==> src/rtl/cmd_wdt_pkg.sv <==
package cmd_wdt_pkg;
  localparam int unsigned CMD_W = 16;

  localparam logic [CMD_W-1:0] CMD_HALT = 16'h3877;
  localparam logic [CMD_W-1:0] CMD_RUN  = 16'h4A4B;
  localparam logic [CMD_W-1:0] CMD_ACK  = 16'h7482;
  localparam logic [CMD_W-1:0] CMD_OPEN = 16'hAB00;
  localparam logic [CMD_W-1:0] CMD_SHUT = 16'hAB01;
  localparam logic [CMD_W-1:0] CMD_FULL = 16'hDEAF;

  typedef struct packed {
    logic halt;
    logic run;
    logic ack;
    logic open;
    logic shut;
    logic full;
    logic load;
  } cmd_t;
endpackage

==> src/rtl/cmd_wdt_decode.sv <==
module cmd_wdt_decode
  import cmd_wdt_pkg::*;
#(
  parameter int unsigned ADDR_W   = 4,
  parameter logic [ADDR_W-1:0] CTRL_OFF = 4'h0,
  parameter logic [ADDR_W-1:0] CNT_OFF  = 4'h4
) (
  input  logic              we_i,
  input  logic [ADDR_W-1:0] addr_i,
  input  logic [CMD_W-1:0]  cmd_i,
  input  logic              locked_i,
  output cmd_t              cmd_o
);
  logic ctrl_wr;
  assign ctrl_wr = we_i && (addr_i == CTRL_OFF);

  always_comb begin
    cmd_o = '0;
    if (ctrl_wr) begin
      unique case (cmd_i)
        CMD_HALT: cmd_o.halt = 1'b1;
        CMD_RUN:  cmd_o.run  = 1'b1;
        CMD_ACK:  cmd_o.ack  = 1'b1;
        CMD_OPEN: cmd_o.open = 1'b1;
        CMD_SHUT: cmd_o.shut = 1'b1;
        CMD_FULL: cmd_o.full = 1'b1;
        default:  ;
      endcase
    end
    // reload gate: closed gate drops the write
    cmd_o.load = we_i && (addr_i == CNT_OFF) && !locked_i;
  end
endmodule

==> src/rtl/cmd_wdt_lock.sv <==
module cmd_wdt_lock (
  input  logic clk_i,
  input  logic rst_ni,
  input  logic open_i,
  input  logic shut_i,
  output logic locked_o
);
  always_ff @(posedge clk_i or negedge rst_ni) begin
    if (!rst_ni)     locked_o <= 1'b1;
    else if (open_i) locked_o <= 1'b0;
    else if (shut_i) locked_o <= 1'b1;
  end
endmodule

==> src/rtl/cmd_wdt_counter.sv <==
module cmd_wdt_counter #(
  parameter int unsigned CNT_W  = 20,
  parameter int unsigned FRAC_W = 4,
  localparam int unsigned VIS_W = CNT_W - FRAC_W
) (
  input  logic             clk_i,
  input  logic             rst_ni,
  input  logic             tick_i,
  input  logic             halt_i,
  input  logic             run_i,
  input  logic             full_i,
  input  logic             load_i,
  input  logic [VIS_W-1:0] load_val_i,
  output logic [CNT_W-1:0] cnt_o,
  output logic             running_o,
  output logic             expire_o
);
  logic             step;
  logic             at_end;
  logic [CNT_W-1:0] cnt_d;

  assign step     = running_o && tick_i;
  assign at_end   = (cnt_o <= CNT_W'(1));
  assign expire_o = step && at_end && !full_i && !load_i;

  always_comb begin
    cnt_d = cnt_o;
    if (full_i)      cnt_d = '1;
    else if (load_i) cnt_d = {load_val_i, {FRAC_W{1'b0}}};
    else if (step)   cnt_d = at_end ? '0 : cnt_o - CNT_W'(1);
  end

  always_ff @(posedge clk_i or negedge rst_ni) begin
    if (!rst_ni) begin
      cnt_o     <= '1;
      running_o <= 1'b0;
    end else begin
      cnt_o <= cnt_d;
      if (halt_i)        running_o <= 1'b0;
      else if (run_i)    running_o <= 1'b1;
      else if (expire_o) running_o <= 1'b0;
    end
  end
endmodule

==> src/rtl/cmd_wdt_expiry.sv <==
module cmd_wdt_expiry (
  input  logic clk_i,
  input  logic rst_ni,
  input  logic expire_i,
  input  logic ack_i,
  output logic irq_o,
  output logic rst_req_o
);
  always_ff @(posedge clk_i or negedge rst_ni) begin
    if (!rst_ni) begin
      irq_o     <= 1'b0;
      rst_req_o <= 1'b0;
    end else begin
      rst_req_o <= expire_i;
      // a new expiry beats a same-cycle acknowledge
      if (expire_i)   irq_o <= 1'b1;
      else if (ack_i) irq_o <= 1'b0;
    end
  end
endmodule

==> src/rtl/cmd_wdt.sv <==
module cmd_wdt
  import cmd_wdt_pkg::*;
#(
  parameter int unsigned ADDR_W = 4,
  parameter int unsigned DATA_W = 32,
  parameter int unsigned CNT_W  = 20,
  parameter int unsigned FRAC_W = 4,
  parameter logic [ADDR_W-1:0] CTRL_OFF = 4'h0,
  parameter logic [ADDR_W-1:0] CNT_OFF  = 4'h4
) (
  input  logic              clk_i,
  input  logic              rst_ni,
  input  logic              tick_i,
  input  logic              we_i,
  input  logic [ADDR_W-1:0] addr_i,
  input  logic [DATA_W-1:0] wdata_i,
  output logic [DATA_W-1:0] rdata_o,
  output logic              irq_o,
  output logic              rst_req_o
);
  localparam int unsigned VIS_W = CNT_W - FRAC_W;

  cmd_t             cmd;
  logic             locked;
  logic             running;
  logic             expire;
  logic [CNT_W-1:0] cnt;
  logic             unused_wdata_hi;

  assign unused_wdata_hi = ^wdata_i[DATA_W-1:CMD_W];

  cmd_wdt_decode #(
    .ADDR_W(ADDR_W), .CTRL_OFF(CTRL_OFF), .CNT_OFF(CNT_OFF)
  ) u_decode (
    .we_i(we_i), .addr_i(addr_i), .cmd_i(wdata_i[CMD_W-1:0]),
    .locked_i(locked), .cmd_o(cmd)
  );

  cmd_wdt_lock u_lock (
    .clk_i(clk_i), .rst_ni(rst_ni),
    .open_i(cmd.open), .shut_i(cmd.shut), .locked_o(locked)
  );

  cmd_wdt_counter #(.CNT_W(CNT_W), .FRAC_W(FRAC_W)) u_counter (
    .clk_i(clk_i), .rst_ni(rst_ni), .tick_i(tick_i),
    .halt_i(cmd.halt), .run_i(cmd.run), .full_i(cmd.full), .load_i(cmd.load),
    .load_val_i(wdata_i[VIS_W-1:0]),
    .cnt_o(cnt), .running_o(running), .expire_o(expire)
  );

  cmd_wdt_expiry u_expiry (
    .clk_i(clk_i), .rst_ni(rst_ni), .expire_i(expire), .ack_i(cmd.ack),
    .irq_o(irq_o), .rst_req_o(rst_req_o)
  );

  always_comb begin
    rdata_o = '0;
    if (addr_i == CNT_OFF) rdata_o[VIS_W-1:0] = cnt[CNT_W-1:FRAC_W];
  end
endmodule

==> config.mk <==
export PLATFORM = sky130hd
export DESIGN_NAME = cmd_wdt
export DESIGN_NICKNAME = d
export VERILOG_FILES = /design/src/rtl/cmd_wdt_pkg.sv /design/src/rtl/cmd_wdt_decode.sv /design/src/rtl/cmd_wdt_lock.sv /design/src/rtl/cmd_wdt_counter.sv /design/src/rtl/cmd_wdt_expiry.sv /design/src/rtl/cmd_wdt.sv
export SDC_FILE = /design/constraint.sdc
export NUM_CORES = 1
export LEC_CHECK = 0
export CAP_MARGIN = 20
export CORE_MARGIN = 2
export CORE_UTILIZATION = 40
export DETAILED_ROUTE_END_ITERATION = 6
export GPL_TIMING_DRIVEN = 0
export PLACE_DENSITY = 0.86
export SLEW_MARGIN = 5
export SYNTH_ARGS = -nofsm -noshare
export SYNTH_HDL_FRONTEND = slang
export SYNTH_SLANG_ARGS = --single-unit
==> constraint.sdc <==
create_clock -name clk_i -period 2.2 [get_ports clk_i]
set_input_delay 0.33 -clock clk_i [delete_from_list [all_inputs] [get_ports clk_i]]
set_output_delay 0.33 -clock clk_i [all_outputs]
set_load 0.005 [all_outputs]
==> impl_metrics.toml <==
[placed_design]
port_buffers = 41
gp_congestion = 0.956
dpl.cell_count = 364
dpl.hpwl_um = 4270
place_area_um2 = 2540

[grt]
grt_usage_pct = 23.2
gr-total-overflow = 0
grt_max_degree = 25
antenna_found_initial = 0
grt_pass1_vias = 1949
grt_pass1_wl_um = 9800

[finish]
fillers = 380
num-nets-final = 355
seqCellArea_um2 = 627
area_delta_synth_final_pct = 45.2
final_cells = 379
fin_util_pct = 60.6
layout-drive-gt1-share_pct = 29.8
diodes = 0
multi_input_area_um2 = 1390
fin_area_um2 = 2860

[sta]
holdWs_ns = 0.327
fin_crit_ns = 2.25
fmax_mhz = 445
fin_ws_ns = -0.0452
min_period_over_period_pct = 102
finalSetupViolations = 4
drv_slew = 0
slew_headroom_pct = 63.2
hold_viol_final = 0
fin_skew_ns = 0.00243
tightest_slew_ns = 0.545
rsz0062_at_grt = "yes"

[setup_path]
critical_path_peak_fanout = 5
r2r_slack_ns = -0.05
critPathArrivalTime_ns = 2.45
cp-end-kind = "register"
worstSetupStartpointType = "register"
required_ns = 2.40
path_class = "reg2reg"

[routing]
drt-vias-per-instance = 5.79
wire_per_inst_um = 17.0
drt-initial-drc-count = 395
drt-total-wl_um = 6460
ant_nets = 0
first_pass_iters = 5
vias = 2193
drcViolationCount = 0

[floorplanning]
coreArea_um2 = 4720
die_y_um = 74.2
initial_core_util_pct = 41.7
die_w_um = 74.2
rows = 25
io_pins = 74
die_area_um2 = 5500

[synth]
ys_types = 47
async_flop_share_pct = 100
synth_cells = 240
netlist_area_um2 = 1970
ys_top_cells_by_area = "dfstp_2 28%, buf_4 6.1%, and2_1 5.7%"
synthMostInstantiatedCell = "dfstp_2"
synth_top_cells_by_count = "21 x dfstp_2, 20 x a21oi_1, 18 x and2_1"
ys_seq_elements = 24
synth_edf_count = 0
syn_avg_cell_area_um2 = 8.21
synth_area_leader_cell = "dfstp_2"
ys.flop_type = "dfstp_2"
netlist.area_leader.share_pct = 28.0
yosysSeqAreaShare_pct = 31.8
synth_warnings = 0

[power]
finalPower_mw = 1.12
leakagePower_nw = 1.24
peakVddDrop_v = 0.000243
p_per_area_nw_per_um2 = 393

[clocking]
h-tree-depth = 1
holdBufCountCts = 0
clk-insertion-delay-late_ns = 0.28
cts_tree = "built"
cts_sinks = 24
cts_made_buffers = 3
worst_setup_hold_path_clk_slew_ns = 0.09
cts_buffer_depth = 2
clk_root_buffer_cell = "clkbuf_8"

[status]
status = "finished with violations"
violations = "setup timing"

[run]
max_cap_viol_count = 0

[hold_path]
hold_path.class = "in2async"
[cell usage in the layout, fill, tap and decap left out, drive strengths merged, types with 3 or more instances in the layout]
| cell type | synthesis | routed |
|---|---|---|
| buf | 18 | 34 |
| clkdlybuf4s50 | 0 | 29 |
| dfstp | 21 | 21 |
| a21oi | 20 | 20 |
| and2 | 18 | 18 |
| conb | 1 | 16 |
| nor2 | 16 | 16 |
| nand2 | 15 | 15 |
| o211ai | 14 | 14 |
| clkbuf | 10 | 13 |
| o21ai | 12 | 12 |
| and3 | 11 | 11 |
| nor3 | 10 | 10 |
| or4 | 9 | 9 |
| dlymetal6s2s | 0 | 6 |
| nor4b | 6 | 6 |
| nand4 | 5 | 5 |
| or3 | 5 | 5 |
| nor4 | 5 | 5 |
| and4 | 4 | 4 |
| mux2i | 4 | 4 |
| a21o | 3 | 3 |
| a211o | 3 | 3 |
| dfrtp | 3 | 3 |
[metal layers]
layer / GRT usage (%) / share of wire (%) / vias up
met1: 30.5 / 40 / 1011
met5: 0 / 0 / -
met4: 9.09 / 2.9 / 0
met2: 38.6 / 48 / 147
li1: - / - / 1010
met3: 3.39 / 8.4 / 25
[area by class of cell]
| cell class | instances | area share [%] |
|---|---|---|
| buffer | 24 | 5.95 |
| multi-input combinational | 201 | 48.5 |
| clock buffer | 4 | 1.57 |
| timing repair buffer | 57 | 18.9 |
| tap | 67 | 2.93 |
| sequential | 24 | 21.9 |
| inverter | 2 | 0.262 |
[path summary, 6_finish.rpt]
path | startpoint | end | depth (start not counted)
worst min register to register | u_expiry.irq_o | u_expiry.irq_o | 2
max in group asynchronous | rst_ni | u_counter.cnt_o[13] | 2
worst max-delay path | u_counter.cnt_o[1] | u_counter.cnt_o[14] | 7
worst max register to register | u_counter.cnt_o[1] | u_counter.cnt_o[14] | 7
worst min-delay path | rst_ni | u_expiry.irq_o | 1
min in group clk_i | addr_i[2] | u_counter.running_o | 4
[worst max-delay path, stage by stage (launching register included)]
cell and delay [ns]:
dfstp_2 0.39, inv_2 0.08, ha_4 0.13, or3b_4 0.38, or4_4 0.57, or3_4 0.35
mux2i_1 0.12, o211ai_1 0.16
[state kept, by name, summed over array words and instances, names as in the netlist]
name / flops
u_lock.locked_o: 1
u_counter.cnt_o: 20
u_counter.running_o: 1
u_expiry.rst_req_o: 1
u_expiry.irq_o: 1
[logic make-up (layout without fill, tap and decap cells)]
group | count (synthesis) | after routing | synth area share (%)
xor+xnor | 2 | 2 | 0.889
fa+ha+maj | 2 | 2 | 1.27
mux | 5 | 5 | 2.60
flops | 24 | 24 | 31.8
compound gates | 58 | 58 | 18.6
buf+inv | 30 | 87 | 8.89
simple gates | 118 | 118 | 35.7
other cells | 1 | 16 | 0.190
[report_power, final]
group	switching [mW]	internal (mW)
clock	0.155	0.130
combinational	0.142	0.169
sequential	0.0353	0.492
[stage by stage]
step / setup WS [ns] / setup TNS [ns]
final: -0.0452 / -0.102
after floorplan: -0.0277 / -0.0281
after CTS: -0.0799 / -0.370
after global placement: -1.20 / -26.79
after global routing: -0.131 / -0.378
after detailed placement: -0.875 / -22.29
[timing repair]
| action | CTS | global route |
|---|---|---|
| pin swaps | 8 | 8 |
| gates resized for setup | 41 | 30 |
| endpoints found under the setup margin | 39 | 30 |
| hold endpoints to repair | 0 | 0 |
| setup buffers | 9 | 5 |
| cloned | 0 | 0 |
Note: power is estimated with default switching activity, not from simulation.
